--- src/rtl/sfs_pkg.sv ---
package sfs_pkg;
  typedef enum logic [2:0] {
    ST_OFF      = 3'd0,
    ST_WAIT     = 3'd1,
    ST_SOFT     = 3'd2,
    ST_RUN      = 3'd3,
    ST_HOLD     = 3'd4
  } seq_state_e;

  function automatic int unsigned cnt_width(input int unsigned n);
    return (n > 1) ? $clog2(n) : 1;
  endfunction
endpackage

--- src/rtl/sfs_reset_sync.sv ---
module sfs_reset_sync (
  input  logic clk,
  input  logic rst_n,
  output logic srst_n
);
  logic stage1_q, stage2_q;

  always_ff @(posedge clk or negedge rst_n) begin
    if (!rst_n) begin
      stage1_q <= 1'b0;
      stage2_q <= 1'b0;
    end else begin
      stage1_q <= 1'b1;
      stage2_q <= stage1_q;
    end
  end

  assign srst_n = stage2_q;
endmodule

--- src/rtl/sfs_tick_gen.sv ---
module sfs_tick_gen #(
  parameter int unsigned DIV = 250000
) (
  input  logic clk,
  input  logic srst_n,
  output logic tick
);
  localparam int unsigned CW = sfs_pkg::cnt_width(DIV);
  localparam logic [CW-1:0] LAST = CW'(DIV - 1);

  logic [CW-1:0] div_q, div_d;

  always_comb begin
    tick  = (div_q == LAST);
    div_d = tick ? '0 : div_q + CW'(1);
  end

  always_ff @(posedge clk or negedge srst_n) begin
    if (!srst_n) div_q <= '0;
    else         div_q <= div_d;
  end

  assert_div_bound_R4: assert property (@(posedge clk) disable iff (!srst_n)
    div_q <= LAST);
endmodule

--- src/rtl/sfs_qual_timer.sv ---
module sfs_qual_timer #(
  parameter int unsigned LEN = 65
) (
  input  logic clk,
  input  logic srst_n,
  input  logic tick,
  input  logic cond,
  output logic done
);
  localparam int unsigned CW = sfs_pkg::cnt_width(LEN);
  localparam logic [CW-1:0] LAST = CW'(LEN - 1);

  logic [CW-1:0] cnt_q, cnt_d;
  logic          at_last;

  always_comb begin
    at_last = (cnt_q == LAST);
    done    = cond && tick && at_last;
    cnt_d   = cnt_q;
    if (!cond)        cnt_d = '0;
    else if (tick)    cnt_d = at_last ? '0 : cnt_q + CW'(1);
  end

  always_ff @(posedge clk or negedge srst_n) begin
    if (!srst_n) cnt_q <= '0;
    else         cnt_q <= cnt_d;
  end

  // a broken condition restarts the window
  assert_restart_on_gap_R6: assert property (@(posedge clk) disable iff (!srst_n)
    !cond |=> (cnt_q == '0));
  assert_count_bound_R8: assert property (@(posedge clk) disable iff (!srst_n)
    cnt_q <= LAST);
endmodule

--- src/rtl/sfs_fsm.sv ---
module sfs_fsm
  import sfs_pkg::*;
(
  input  logic clk,
  input  logic srst_n,
  input  logic vdd_above_on,
  input  logic vdd_above_off,
  input  logic vdd_ovp,
  input  logic line_ok,
  input  logic olp_done,
  input  logic ss_done,
  output seq_state_e state,
  output logic sw_enable,
  output logic ss_active
);
  seq_state_e state_q, state_d;
  logic       sw_en_q, ss_q;

  always_comb begin
    state_d = state_q;
    if (!vdd_above_off) begin
      state_d = ST_OFF;
    end else begin
      unique case (state_q)
        ST_OFF: begin
          if (vdd_above_on) begin
            if (vdd_ovp)      state_d = ST_HOLD;
            else if (line_ok) state_d = ST_SOFT;
            else              state_d = ST_WAIT;
          end
        end
        ST_WAIT: begin
          if (vdd_ovp)        state_d = ST_HOLD;
          else if (line_ok)   state_d = ST_SOFT;
        end
        ST_SOFT: begin
          if (vdd_ovp || olp_done) state_d = ST_HOLD;
          else if (!line_ok)       state_d = ST_WAIT;
          else if (ss_done)        state_d = ST_RUN;
        end
        ST_RUN: begin
          if (vdd_ovp || olp_done) state_d = ST_HOLD;
          else if (!line_ok)       state_d = ST_WAIT;
        end
        ST_HOLD: state_d = ST_HOLD;
        default: state_d = ST_OFF;
      endcase
    end
  end

  always_ff @(posedge clk or negedge srst_n) begin
    if (!srst_n) begin
      state_q <= ST_OFF;
      sw_en_q <= 1'b0;
      ss_q    <= 1'b0;
    end else begin
      state_q <= state_d;
      sw_en_q <= (state_d == ST_SOFT) || (state_d == ST_RUN);
      ss_q    <= (state_d == ST_SOFT);
    end
  end

  assign state     = state_q;
  assign sw_enable = sw_en_q;
  assign ss_active = ss_q;

  assert_uvlo_priority_R2: assert property (@(posedge clk) disable iff (!srst_n)
    !vdd_above_off |=> (state_q == ST_OFF) && !sw_en_q);
  assert_ovp_cut_R5: assert property (@(posedge clk) disable iff (!srst_n)
    vdd_ovp |=> !sw_en_q);
  assert_hold_sticky_R7: assert property (@(posedge clk) disable iff (!srst_n)
    (state_q == ST_HOLD) |=> (state_q == ST_HOLD) || (state_q == ST_OFF));
  assert_start_soft_R3: assert property (@(posedge clk) disable iff (!srst_n)
    $rose(sw_en_q) |-> ss_q);
  assert_soft_inside_en_R4: assert property (@(posedge clk) disable iff (!srst_n)
    ss_q |-> sw_en_q);
endmodule

--- src/rtl/supply_fault_seq.sv ---
module supply_fault_seq #(
  parameter int unsigned TICK_DIV  = 250000,
  parameter int unsigned OLP_TICKS = 65,
  parameter int unsigned BNO_TICKS = 65,
  parameter int unsigned SS_TICKS  = 6
) (
  input  logic clk,
  input  logic rst_n,
  input  logic vdd_above_on,
  input  logic vdd_above_off,
  input  logic vdd_ovp,
  input  logic fb_overload,
  input  logic line_above_hi,
  input  logic line_above_lo,
  output logic sw_enable,
  output logic ss_active
);
  import sfs_pkg::*;

  logic       srst_n;
  logic       tick;
  logic       line_ok_q;
  logic       bno_cond, bno_done;
  logic       olp_cond, olp_done;
  logic       ss_cond, ss_done;
  seq_state_e state;

  sfs_reset_sync u_rst (
    .clk    (clk),
    .rst_n  (rst_n),
    .srst_n (srst_n)
  );

  sfs_tick_gen #(.DIV(TICK_DIV)) u_tick (
    .clk    (clk),
    .srst_n (srst_n),
    .tick   (tick)
  );

  // Line qualifier: the window watches whichever level would flip the state
  assign bno_cond = line_ok_q ? !line_above_lo : line_above_hi;

  sfs_qual_timer #(.LEN(BNO_TICKS)) u_bno (
    .clk    (clk),
    .srst_n (srst_n),
    .tick   (tick),
    .cond   (bno_cond),
    .done   (bno_done)
  );

  always_ff @(posedge clk or negedge srst_n) begin
    if (!srst_n)       line_ok_q <= 1'b0;
    else if (bno_done) line_ok_q <= !line_ok_q;
  end

  assign olp_cond = fb_overload && ((state == ST_SOFT) || (state == ST_RUN));

  sfs_qual_timer #(.LEN(OLP_TICKS)) u_olp (
    .clk    (clk),
    .srst_n (srst_n),
    .tick   (tick),
    .cond   (olp_cond),
    .done   (olp_done)
  );

  assign ss_cond = (state == ST_SOFT);

  sfs_qual_timer #(.LEN(SS_TICKS)) u_ss (
    .clk    (clk),
    .srst_n (srst_n),
    .tick   (tick),
    .cond   (ss_cond),
    .done   (ss_done)
  );

  sfs_fsm u_fsm (
    .clk           (clk),
    .srst_n        (srst_n),
    .vdd_above_on  (vdd_above_on),
    .vdd_above_off (vdd_above_off),
    .vdd_ovp       (vdd_ovp),
    .line_ok       (line_ok_q),
    .olp_done      (olp_done),
    .ss_done       (ss_done),
    .state         (state),
    .sw_enable     (sw_enable),
    .ss_active     (ss_active)
  );

  assert_brownout_stop_R8: assert property (@(posedge clk) disable iff (!srst_n)
    !line_ok_q |=> !sw_enable);
  assert_line_toggle_R9: assert property (@(posedge clk) disable iff (!srst_n)
    $rose(line_ok_q) |-> $past(line_above_hi));
  assert_reset_quiet_R1: assert property (@(posedge clk)
    !srst_n |-> !sw_enable && !ss_active);
endmodule

--- config.mk ---
export PLATFORM = sky130hd
export DESIGN_NAME = supply_fault_seq
export DESIGN_NICKNAME = d
export VERILOG_FILES = /design/src/rtl/sfs_pkg.sv /design/src/rtl/sfs_reset_sync.sv /design/src/rtl/sfs_tick_gen.sv /design/src/rtl/sfs_qual_timer.sv /design/src/rtl/sfs_fsm.sv /design/src/rtl/supply_fault_seq.sv
export SDC_FILE = /design/constraint.sdc
export NUM_CORES = 1
export LEC_CHECK = 0
export BUFFER_PORTS_ARGS = -buffer_cell sky130_fd_sc_hd__buf_2
export CAP_MARGIN = 5
export CORE_MARGIN = 3
export CORE_UTILIZATION = 25
export DETAILED_ROUTE_END_ITERATION = 8
export PLACE_DENSITY = 0.42
export SLEW_MARGIN = 20
export SYNTH_ARGS = -nofsm -noshare
export SYNTH_HDL_FRONTEND = slang
export SYNTH_SLANG_ARGS = --single-unit
--- constraint.sdc ---
create_clock -name clk -period 1.2 [get_ports clk]
set_input_delay 0.06 -clock clk [delete_from_list [all_inputs] [get_ports clk]]
set_output_delay 0.06 -clock clk [all_outputs]
set_load 0.02 [all_outputs]
After elaboration in Yosys (flattened, before gate mapping):

Index checks and enable logic that the tools add are counted.

* flip-flop bits (word level): 43
* bits of input ports: 8
* logic and storage cells: 63

* add/sub/neg operators: 4
* equality and inequality tests: 13
* muxes and demuxes: 23
* reduce and logical (&&, ||, !) cells: 13

Operators by type and width (number)
* two-way mux 7 bit: 6
* two-way mux 3 bit: 13
* adder 18 x 1 -> 18 bit (second input constant): 1
* == test 18 bit (second input constant): 1
* two-way mux 18 bit: 1
* case mux 3 bit (5 select lines): 1
* adder 7 x 1 -> 7 bit (second input constant): 2
* == test 7 bit (second input constant): 2
* == test 3 x 2 -> 1 bit (second input constant): 4
* logical AND 1 bit: 7
* == test 3 bit (second input constant): 2
* != test 2 bit (second input constant): 2
* adder 3 x 1 -> 3 bit (second input constant): 1
* == test 3 x 1 -> 1 bit (second input constant): 1
* logical NOT 3 bit: 1
* logical OR 1 bit: 3
* logical NOT 1 bit: 2
* two-way mux 2 bit: 1
* != test 2 x 1 -> 1 bit (second input constant): 1
* two-way mux 1 bit: 1

Logic depth before layout (Yosys ltp):

Gate-level depths: netlist of the first run.

* word-level depth: 11
* depth in mapped cells: 6
* gate-level depth less buffers: 5

Cells and area by module:

Synthesis of the first run repeated with hierarchy kept, for this count alone.

* cell total of the unflattened synthesis: 211
* area total of the unflattened synthesis: 2222.1 um2

By module, submodules not included
* sfs_tick_gen: times used 1, cells each 80, area each 889.6 um2, seq. area each 450.4 um2
* sfs_qual_timer (u_bno ...): times used 2, cells each 44, area each 412.9 um2, seq. area each 175.2 um2
* sfs_fsm: times used 1, cells each 21, area each 236.5 um2, seq. area each 125.1 um2
* sfs_qual_timer (u_ss): times used 1, cells each 13, area each 152.6 um2, seq. area each 75.1 um2
* supply_fault_seq: times used 1, cells each 6, area each 63.8 um2, seq. area each 25.0 um2
* sfs_reset_sync: times used 1, cells each 3, area each 53.8 um2, seq. area each 50.0 um2

Worst setup path before layout of the first run:

No wires, ideal clock.

* path type: register to register
* start: register u_tick.div_q[6]
* end: register u_olp.cnt_q[6]
* arrival: 1714 ps
* path slack: -635 ps
* cell stages (with the launch flop): 5
* path buffers: 0
* cells stage by stage: dfrtp_1 > or4b_4 > nor3_4 > o211ai_1 > a32o_1

* word-level cells in the longest chain between the ends: 2

Ends and longest elaborated chain
* from (decl): RTL line sfs_tick_gen.sv:11 `logic [CW-1:0] div_q, div_d;`
* from (signal assigned): RTL line sfs_tick_gen.sv:20 `else div_q <= div_d;`
* == test 18 bit: RTL line sfs_tick_gen.sv:14 `tick = (div_q == LAST);`
* != test 2 bit (no line)
* to (signal assigned): RTL line sfs_qual_timer.sv:26 `else cnt_q <= cnt_d;`
* to (decl): RTL line sfs_qual_timer.sv:13 `logic [CW-1:0] cnt_q, cnt_d;`

Every way passes these cells.
A chain may end at the register's enable or synchronous reset.

Final worst setup path of the first run:

* start: register u_tick.div_q[6]
* end: register u_bno.cnt_q[2]

* word-level cells in the longest chain between the ends: 2

Ends and longest elaborated chain (RTL line)
* == test 18 bit: sfs_tick_gen.sv:14
* != test 2 x 1 -> 1 bit (no line)
* to (signal assigned): sfs_qual_timer.sv:26
* to (decl): sfs_qual_timer.sv:13

Every way passes these cells.

==> results of run 1 <==
-- area by class of cell --
type / instances / area, µm²
clock buffer: 8 / 100
fill: 865 / 5160
inverter: 9 / 33.8
multi-input combinational: 182 / 1440
sequential: 43 / 1080
tap: 108 / 135
timing repair buffer: 119 / 943
-- Yosys cell counts, types with 5 or more instances --
cell type	count
sky130_fd_sc_hd__nand3_1	15
sky130_fd_sc_hd__clkbuf_1	5
sky130_fd_sc_hd__nor2_1	19
sky130_fd_sc_hd__xnor2_1	8
sky130_fd_sc_hd__and3_1	6
sky130_fd_sc_hd__nand2_1	14
sky130_fd_sc_hd__o41ai_1	5
sky130_fd_sc_hd__a21oi_1	6
sky130_fd_sc_hd__xor2_1	6
sky130_fd_sc_hd__o21ai_0	9
sky130_fd_sc_hd__dfrtp_1	43
sky130_fd_sc_hd__nor4_1	8
sky130_fd_sc_hd__nand4_1	8
sky130_fd_sc_hd__ha_1	5
sky130_fd_sc_hd__nor3_1	9
sky130_fd_sc_hd__inv_1	9
-- flip-flops by register name, indices dropped and copies added, names as in the netlist --
register / count
u_tick.div_q: 18
u_bno.cnt_q: 7
u_olp.cnt_q: 7
u_fsm.state: 3
u_ss.cnt_q: 3
line_ok_q: 1
u_fsm.ss_active: 1
u_fsm.sw_enable: 1
u_rst.srst_n: 1
u_rst.stage1_q: 1
-- worst paths after layout --
kind / from / cells past startpoint / slack [ns] / end
max: u_tick.div_q[6]$_DFF_PN0_ / 5 / -0.62 / u_bno.cnt_q[2]$_DFFE_PN0P_
max reg2reg: u_tick.div_q[6]$_DFF_PN0_ / 5 / -0.62 / u_bno.cnt_q[2]$_DFFE_PN0P_
min reg2reg: u_rst.srst_n$_DFF_PN0_ / 1 / 0.24 / u_olp.cnt_q[3]$_DFFE_PN0P_
min in group asynchronous: rst_n / 2 / 0.09 / u_rst.srst_n$_DFF_PN0_
min: vdd_above_off / 3 / 0.04 / u_fsm.state[2]$_DFF_PN0_
max in group asynchronous: u_rst.srst_n$_DFF_PN0_ / 1 / 0.75 / u_tick.div_q[9]$_DFF_PN0_
-- worst max-delay path, cell delays in order (launching register included) --
cell                      delay (ns)
sky130_fd_sc_hd__dfrtp_1        0.41
sky130_fd_sc_hd__or4b_4         0.57
sky130_fd_sc_hd__nor3_4         0.22
sky130_fd_sc_hd__buf_6          0.13
sky130_fd_sc_hd__nand3_4        0.08
sky130_fd_sc_hd__o41ai_4        0.31
-- where the power goes --
| group | internal, mW | leakage, nW | total (mW) | switching [mW] |
|---|---|---|---|---|
| Clock | 0.526 | 0.0515 | 1.01 | 0.489 |
| Combinational | 0.0853 | 1.05 | 0.184 | 0.0986 |
| Sequential | 1.46 | 0.580 | 1.47 | 0.00870 |
-- per-stage QoR --
| stage | cells | util | area, µm² | hold slack (ns) |
|---|---|---|---|---|
| 6_report | 469 | 0.420 | 3730 | 0.0429 |
| 5_1_grt | 469 | 0.420 | 3730 | 0.0475 |
| 4_1_cts | 466 | 0.405 | 3600 | 0.0344 |
| 3_5_place_dp | 451 | 0.372 | 3300 | -0.154 |
| 3_3_place_gp | 451 | 0.372 | 3300 | -0.154 |
| 2_1_floorplan | 240 | - | 2390 | -0.236 |
-- logic make-up (layout without fill, tap and decap cells) --
group / after synthesis / after routing
xor gates and xnor gates: 14 / 14
muxes: 3 / 3
AOI/OAI and AO/OA: 47 / 47
DFF: 43 / 43
buffers and inverters: 15 / 136
adders and majority gates: 5 / 5
and+or+nand+nor: 112 / 112
other: 1 / 1
-- routing by layer --
metal / up-vias / part of all wire / global-route usage
met5: - / 0 / 0
met4: 0 / 0.0044 / 0.0242
met3: 2 / 0.015 / 0.0244
met2: 18 / 0.48 / 0.221
met1: 1147 / 0.50 / 0.190
li1: 1153 / - / -
-- repair_timing --
action / in CTS / in global routing
endpoints found under the hold margin: 2 / 0
hold buffers: 1 / 0
setup endpoints to repair: 39 / 39
pin swaps: 14 / 8
setup buffers: 6 / 3
resized for setup: 35 / 20
cloned: 1 / 0
==> run_summary.xml, run 1 <==
<?xml version="1.0" encoding="UTF-8"?>
<metrics>
  <group name="cells_and_area">
    <metric name="mostFrequentLayoutCell" unit="">sky130_fd_sc_hd__buf_4</metric>
    <metric name="fin_nets" unit="">373</metric>
    <metric name="area_growth_syn_to_layout" unit="%">59.7</metric>
    <metric name="most-common-layout-cells" unit="">sky130_fd_sc_hd__buf_4, sky130_fd_sc_hd__dfrtp_1, sky130_fd_sc_hd__nor2_1</metric>
    <metric name="fraction_of_final_layout_cells_with_drive_strength_greater_than_1" unit="">0.471</metric>
    <metric name="antenna_cells_inserted" unit="">0</metric>
  </group>
  <group name="clock_network">
    <metric name="cts_buffers" unit="">5</metric>
    <metric name="clk_latency" unit="ns">0.29</metric>
    <metric name="ctsRootBufferMaster" unit="">sky130_fd_sc_hd__clkbuf_8</metric>
    <metric name="clock_path_buffers" unit="">2</metric>
    <metric name="cts.reportedPaths.clkPinSlew" unit="ns">0.08</metric>
    <metric name="clock_tree_from_tritoncts" unit="">built</metric>
    <metric name="cts.sink_count" unit="">43</metric>
    <metric name="htree_num_levels" unit="">2</metric>
  </group>
  <group name="timing">
    <metric name="rsz0062_at_grt" unit="">yes</metric>
    <metric name="final_hold_viol_count" unit="">0</metric>
    <metric name="clock-skew-final" unit="ns">0.00896</metric>
    <metric name="min_period_over_period" unit="">1.52</metric>
    <metric name="timing.fmax" unit="MHz">548</metric>
    <metric name="fin_crit" unit="ns">1.82</metric>
    <metric name="setup-tns-final" unit="ns">-17.42</metric>
    <metric name="timing.final.max_slew_violations" unit="">0</metric>
    <metric name="post-route-worst-setup-slack" unit="ns">-0.624</metric>
    <metric name="setup-violations-final" unit="">38</metric>
  </group>
  <group name="synth">
    <metric name="netlist_instances" unit="">240</metric>
    <metric name="synth_ff_type" unit="">sky130_fd_sc_hd__dfrtp_1</metric>
    <metric name="synth_top_family_by_area" unit="">simple AND/OR/NAND/NOR gates</metric>
    <metric name="yosys.area_share.adder" unit="">0.0268</metric>
    <metric name="asyncSetResetFlopFracSynth" unit="">1.00</metric>
    <metric name="synth_compound_area_frac" unit="">0.146</metric>
    <metric name="synthesis.nets" unit="">253</metric>
    <metric name="synth-seq-area-share" unit="">0.461</metric>
    <metric name="netlist.top_cell.by_area" unit="">sky130_fd_sc_hd__dfrtp_1</metric>
    <metric name="number_of_warnings_issued_by_yosys" unit="">0</metric>
    <metric name="synth_simple_gate_area_share" unit="">0.275</metric>
    <metric name="synth_xor_area_frac" unit="">0.0525</metric>
    <metric name="syn_area_per_cell" unit="µm²">9.73</metric>
    <metric name="ys_top_cells_by_area" unit="">sky130_fd_sc_hd__dfrtp_1, sky130_fd_sc_hd__nand3_1, sky130_fd_sc_hd__nor2_1</metric>
    <metric name="number_of_enable_flip_flop_cells_after_synthesis" unit="">0</metric>
    <metric name="synth_unique_cells" unit="">51</metric>
    <metric name="synth_register_bits" unit="">43</metric>
    <metric name="synthDominantCellAreaShare" unit="">0.461</metric>
    <metric name="mappedNetlistArea" unit="µm²">2340</metric>
    <metric name="synthMuxAreaShare" unit="">0.0129</metric>
  </group>
  <group name="detailed_routing">
    <metric name="drt_first_iter_violations" unit="">61</metric>
    <metric name="antenna_violating_nets_post_route" unit="">0</metric>
    <metric name="firstDrtPassIters" unit="">4</metric>
    <metric name="vias" unit="">2320</metric>
    <metric name="drc" unit="">0</metric>
    <metric name="detail_route.vias_per_cell" unit="">4.95</metric>
    <metric name="routed_wirelength" unit="mm">6.61</metric>
    <metric name="routedWlPerCell" unit="µm">14.1</metric>
  </group>
  <group name="floorplan">
    <metric name="core_area" unit="µm²">8890</metric>
    <metric name="initial_core_utilization" unit="">0.263</metric>
    <metric name="num_io_pins" unit="">10</metric>
    <metric name="die_height" unit="µm">103</metric>
    <metric name="rows" unit="">34</metric>
    <metric name="die-width" unit="µm">103</metric>
    <metric name="fp.dieArea" unit="µm²">10500</metric>
  </group>
  <group name="power_and_ir_drop">
    <metric name="pwr_density_cell" unit="nW/µm²">715</metric>
    <metric name="vdd.ir_drop.worst" unit="mV">0.420</metric>
    <metric name="power.leakage" unit="nW">1.68</metric>
    <metric name="report.power.total" unit="mW">2.67</metric>
  </group>
  <group name="global_route">
    <metric name="grt.overflow.total" unit="">0</metric>
    <metric name="track_usage" unit="">0.136</metric>
    <metric name="largest_net_degree_at_the_start_of_global_routing" unit="">42</metric>
    <metric name="first_global_vias" unit="">2308</metric>
    <metric name="number_of_antenna_violations_at_the_first_check_in_global_routing" unit="">0</metric>
    <metric name="grt_first_pass_wirelength" unit="mm">11.3</metric>
  </group>
  <group name="placement">
    <metric name="routabilityCongestion" unit="">0.772</metric>
    <metric name="place_worst_setup_slack" unit="ns">-0.685</metric>
    <metric name="hpwlAfterDp" unit="mm">4.80</metric>
    <metric name="place.port_buffers" unit="">9</metric>
  </group>
  <group name="run_status">
    <metric name="failing_checks" unit="">setup timing</metric>
    <metric name="run_status" unit="">finished, violations left</metric>
  </group>
  <group name="worst_setup_path">
    <metric name="timing.critical_path.arrival" unit="ns">2.01</metric>
    <metric name="worstSetupStartpointType" unit="">flip-flop</metric>
    <metric name="end_kind" unit="">flip-flop</metric>
    <metric name="timing.critical_path.fanout_max" unit="">3</metric>
    <metric name="worstPathRequired" unit="ns">1.38</metric>
    <metric name="worst-setup-path-type" unit="">reg2reg</metric>
  </group>
  <group name="flow_run">
    <metric name="maxCapViolCount" unit="">0</metric>
  </group>
  <group name="hold_path">
    <metric name="hp-class" unit="">in2reg</metric>
  </group>
</metrics>
(Power assumes the default switching activity.)
==> run 2: changes to the inputs <==
- BUFFER_PORTS_ARGS: -buffer_cell sky130_fd_sc_hd__buf_2 -> -buffer_cell sky130_fd_sc_hd__buf_4
- GPL_TIMING_DRIVEN: default -> 0
==> run_summary.xml, run 2 (same netlist as run 1, synthesis figures left out) <==
<?xml version="1.0" encoding="UTF-8"?>
<metrics>
  <group name="power_and_ir_drop">
    <metric name="power_switching_share" unit="">0.238</metric>
    <metric name="clock_power_share" unit="">0.397</metric>
    <metric name="power.combinational.fraction" unit="">0.041</metric>
    <metric name="vdd.ir_drop.worst" unit="mV">0.457</metric>
    <metric name="switching_power" unit="µW">636</metric>
    <metric name="seq_power_share" unit="">0.562</metric>
    <metric name="pwr_density_cell" unit="nW/µm²">806</metric>
    <metric name="power.leakage" unit="nW">1.35</metric>
    <metric name="power_report.internal_total" unit="mW">2.04</metric>
  </group>
  <group name="worst_setup_path">
    <metric name="worst-setup-path-type" unit="">reg2reg</metric>
    <metric name="end_kind" unit="">flip-flop</metric>
    <metric name="timing.critical_path.arrival" unit="ns">2.06</metric>
    <metric name="timing.critical_path.fanout_max" unit="">5</metric>
    <metric name="worstPathRequired" unit="ns">1.40</metric>
    <metric name="worstSetupStartpointType" unit="">flip-flop</metric>
  </group>
  <group name="cells_and_area">
    <metric name="fin_util" unit="">0.373</metric>
    <metric name="top_register" unit="">u_tick.div_q</metric>
    <metric name="antenna_cells_inserted" unit="">0</metric>
    <metric name="largest_reg_flops" unit="">18</metric>
    <metric name="fraction_of_final_layout_cells_with_drive_strength_greater_than_1" unit="">0.400</metric>
    <metric name="seq_area" unit="µm²">1090</metric>
    <metric name="layout_top_registers" unit="">u_tick.div_q x18, u_bno.cnt_q x7, u_olp.cnt_q x7</metric>
    <metric name="fin_nets" unit="">297</metric>
    <metric name="multi_input_combinational_cell_area" unit="µm²">1540</metric>
    <metric name="fin_cells" unit="">393</metric>
    <metric name="mostFrequentLayoutCell" unit="">sky130_fd_sc_hd__dfrtp_1</metric>
    <metric name="area_growth_syn_to_layout" unit="%">41.9</metric>
    <metric name="most-common-layout-cells" unit="">sky130_fd_sc_hd__dfrtp_1, sky130_fd_sc_hd__buf_4, sky130_fd_sc_hd__nor2_1</metric>
    <metric name="fillers" unit="">909</metric>
  </group>
  <group name="floorplan">
    <metric name="fp.dieArea" unit="µm²">10500</metric>
    <metric name="core_area" unit="µm²">8890</metric>
    <metric name="rows" unit="">34</metric>
    <metric name="initial_core_utilization" unit="">0.263</metric>
    <metric name="num_io_pins" unit="">10</metric>
    <metric name="die-width" unit="µm">103</metric>
    <metric name="die_height" unit="µm">103</metric>
  </group>
  <group name="timing">
    <metric name="post-route-worst-setup-slack" unit="ns">-0.655</metric>
    <metric name="rsz0062_at_grt" unit="">yes</metric>
    <metric name="worst_slew_pin_slew" unit="ns">0.596</metric>
    <metric name="timing.final.max_slew_violations" unit="">0</metric>
    <metric name="fin_crit" unit="ns">1.86</metric>
    <metric name="timing.fmax" unit="MHz">539</metric>
    <metric name="setup-tns-final" unit="ns">-18.43</metric>
    <metric name="clock-skew-final" unit="ns">0.0138</metric>
    <metric name="hold_ws" unit="ns">0.0411</metric>
    <metric name="slew_headroom" unit="">0.601</metric>
    <metric name="setup-violations-final" unit="">38</metric>
    <metric name="min_period_over_period" unit="">1.55</metric>
    <metric name="final_hold_viol_count" unit="">0</metric>
  </group>
  <group name="global_route">
    <metric name="number_of_antenna_violations_at_the_first_check_in_global_routing" unit="">0</metric>
    <metric name="largest_net_degree_at_the_start_of_global_routing" unit="">42</metric>
    <metric name="grt_first_pass_wirelength" unit="mm">10.7</metric>
    <metric name="track_usage" unit="">0.129</metric>
    <metric name="grt.overflow.total" unit="">0</metric>
    <metric name="first_global_vias" unit="">2054</metric>
  </group>
  <group name="detailed_routing">
    <metric name="antenna_violating_nets_post_route" unit="">0</metric>
    <metric name="drt_first_iter_violations" unit="">59</metric>
    <metric name="vias" unit="">2050</metric>
    <metric name="routed_wirelength" unit="mm">6.50</metric>
    <metric name="routedWlPerCell" unit="µm">16.5</metric>
    <metric name="firstDrtPassIters" unit="">4</metric>
    <metric name="drc" unit="">0</metric>
    <metric name="detail_route.vias_per_cell" unit="">5.22</metric>
  </group>
  <group name="clock_network">
    <metric name="ctsRootBufferMaster" unit="">sky130_fd_sc_hd__clkbuf_8</metric>
    <metric name="htree_num_levels" unit="">2</metric>
    <metric name="clock_tree_from_tritoncts" unit="">built</metric>
    <metric name="cts_buffers" unit="">5</metric>
    <metric name="clock_path_buffers" unit="">2</metric>
    <metric name="clk_latency" unit="ns">0.30</metric>
    <metric name="cts.sink_count" unit="">43</metric>
    <metric name="cts.reportedPaths.clkPinSlew" unit="ns">0.09</metric>
  </group>
  <group name="placement">
    <metric name="routabilityCongestion" unit="">0.763</metric>
    <metric name="count_of_placed_standard_cells_including_taps" unit="">357</metric>
    <metric name="hpwlAfterDp" unit="mm">4.01</metric>
    <metric name="place.port_buffers" unit="">9</metric>
    <metric name="place_worst_setup_slack" unit="ns">-1.18</metric>
  </group>
  <group name="run_status">
    <metric name="run_status" unit="">finished, violations left</metric>
    <metric name="failing_checks" unit="">setup timing</metric>
  </group>
  <group name="flow_run">
    <metric name="maxCapViolCount" unit="">0</metric>
  </group>
  <group name="hold_path">
    <metric name="hp-class" unit="">in2reg</metric>
  </group>
</metrics>
## run 2: cell types whose count changed in the layout (fill, tap and decap cells not counted), sizes merged
cell    before  now
buf        118   37
clkbuf       8   13
## run 2: repair_timing
action / CTS / global route
gates cloned: 0 / 0
endpoints found under the setup margin: 39 / 80
pin swaps: 20 / 14
endpoints found under the hold margin: 2 / 0
resized for setup: 52 / 36
hold buffers: 1 / 0
buffers inserted: 22 / 6
## run 2: area by class of cell
class	count	area share
multi-input combinational	182	0.465
sequential	43	0.330
timing repair buffer	38	0.102
tap	108	0.0408
clock buffer	8	0.0302
buffer	5	0.0230
inverter	9	0.0102
## run 2: worst paths after layout
kind                                           start                         to  slack [ns]  cells after the start
max                        u_tick.div_q[8]$_DFF_PN0_   u_fsm.state[0]$_DFF_PN0_       -0.66                      5
min                                    vdd_above_off   u_fsm.state[2]$_DFF_PN0_        0.04                      3
max in group asynchronous     u_rst.srst_n$_DFF_PN0_  u_tick.div_q[5]$_DFF_PN0_        0.46                      0
min reg2reg                   u_rst.srst_n$_DFF_PN0_   u_fsm.state[2]$_DFF_PN0_        0.32                      0
min in group asynchronous                      rst_n     u_rst.srst_n$_DFF_PN0_        0.08                      2
max reg2reg                u_tick.div_q[8]$_DFF_PN0_   u_fsm.state[0]$_DFF_PN0_       -0.66                      5
## run 2: power groups by stage
stage                     logic (mW)  registers (mW)  clock network [mW]
final                          0.108            1.50                1.06
after floorplan               0.0537            1.52                   0
after CTS                      0.103            1.50                1.09
after global routing           0.119            1.51                1.15
after detailed placement      0.0980            1.53                   0
after global placement        0.0981            1.53                   0
## run 2: critical path, stage by stage (launching register included)
cell and delay [ns]:
sky130_fd_sc_hd__dfrtp_2 0.45, sky130_fd_sc_hd__or4b_4 0.58, sky130_fd_sc_hd__nor3_4 0.23, sky130_fd_sc_hd__buf_6 0.17
sky130_fd_sc_hd__a41oi_2 0.10, sky130_fd_sc_hd__o211a_1 0.22
## run 2: routing by layer
metal	routed length, µm	GRT usage	up-vias
met5	0	0	-
met4	97	0.0464	0
met3	145	0.0230	10
met2	2930	0.197	22
met1	3330	0.182	1019
li1	-	-	999
## run 2: per-stage QoR
stage                     power (mW)  area (µm²)
after floorplan                 1.57        2390
after global placement          1.63        2600
after detailed placement        1.63        2600
after CTS                       2.70        3120
after global routing            2.78        3320
final                           2.67        3320
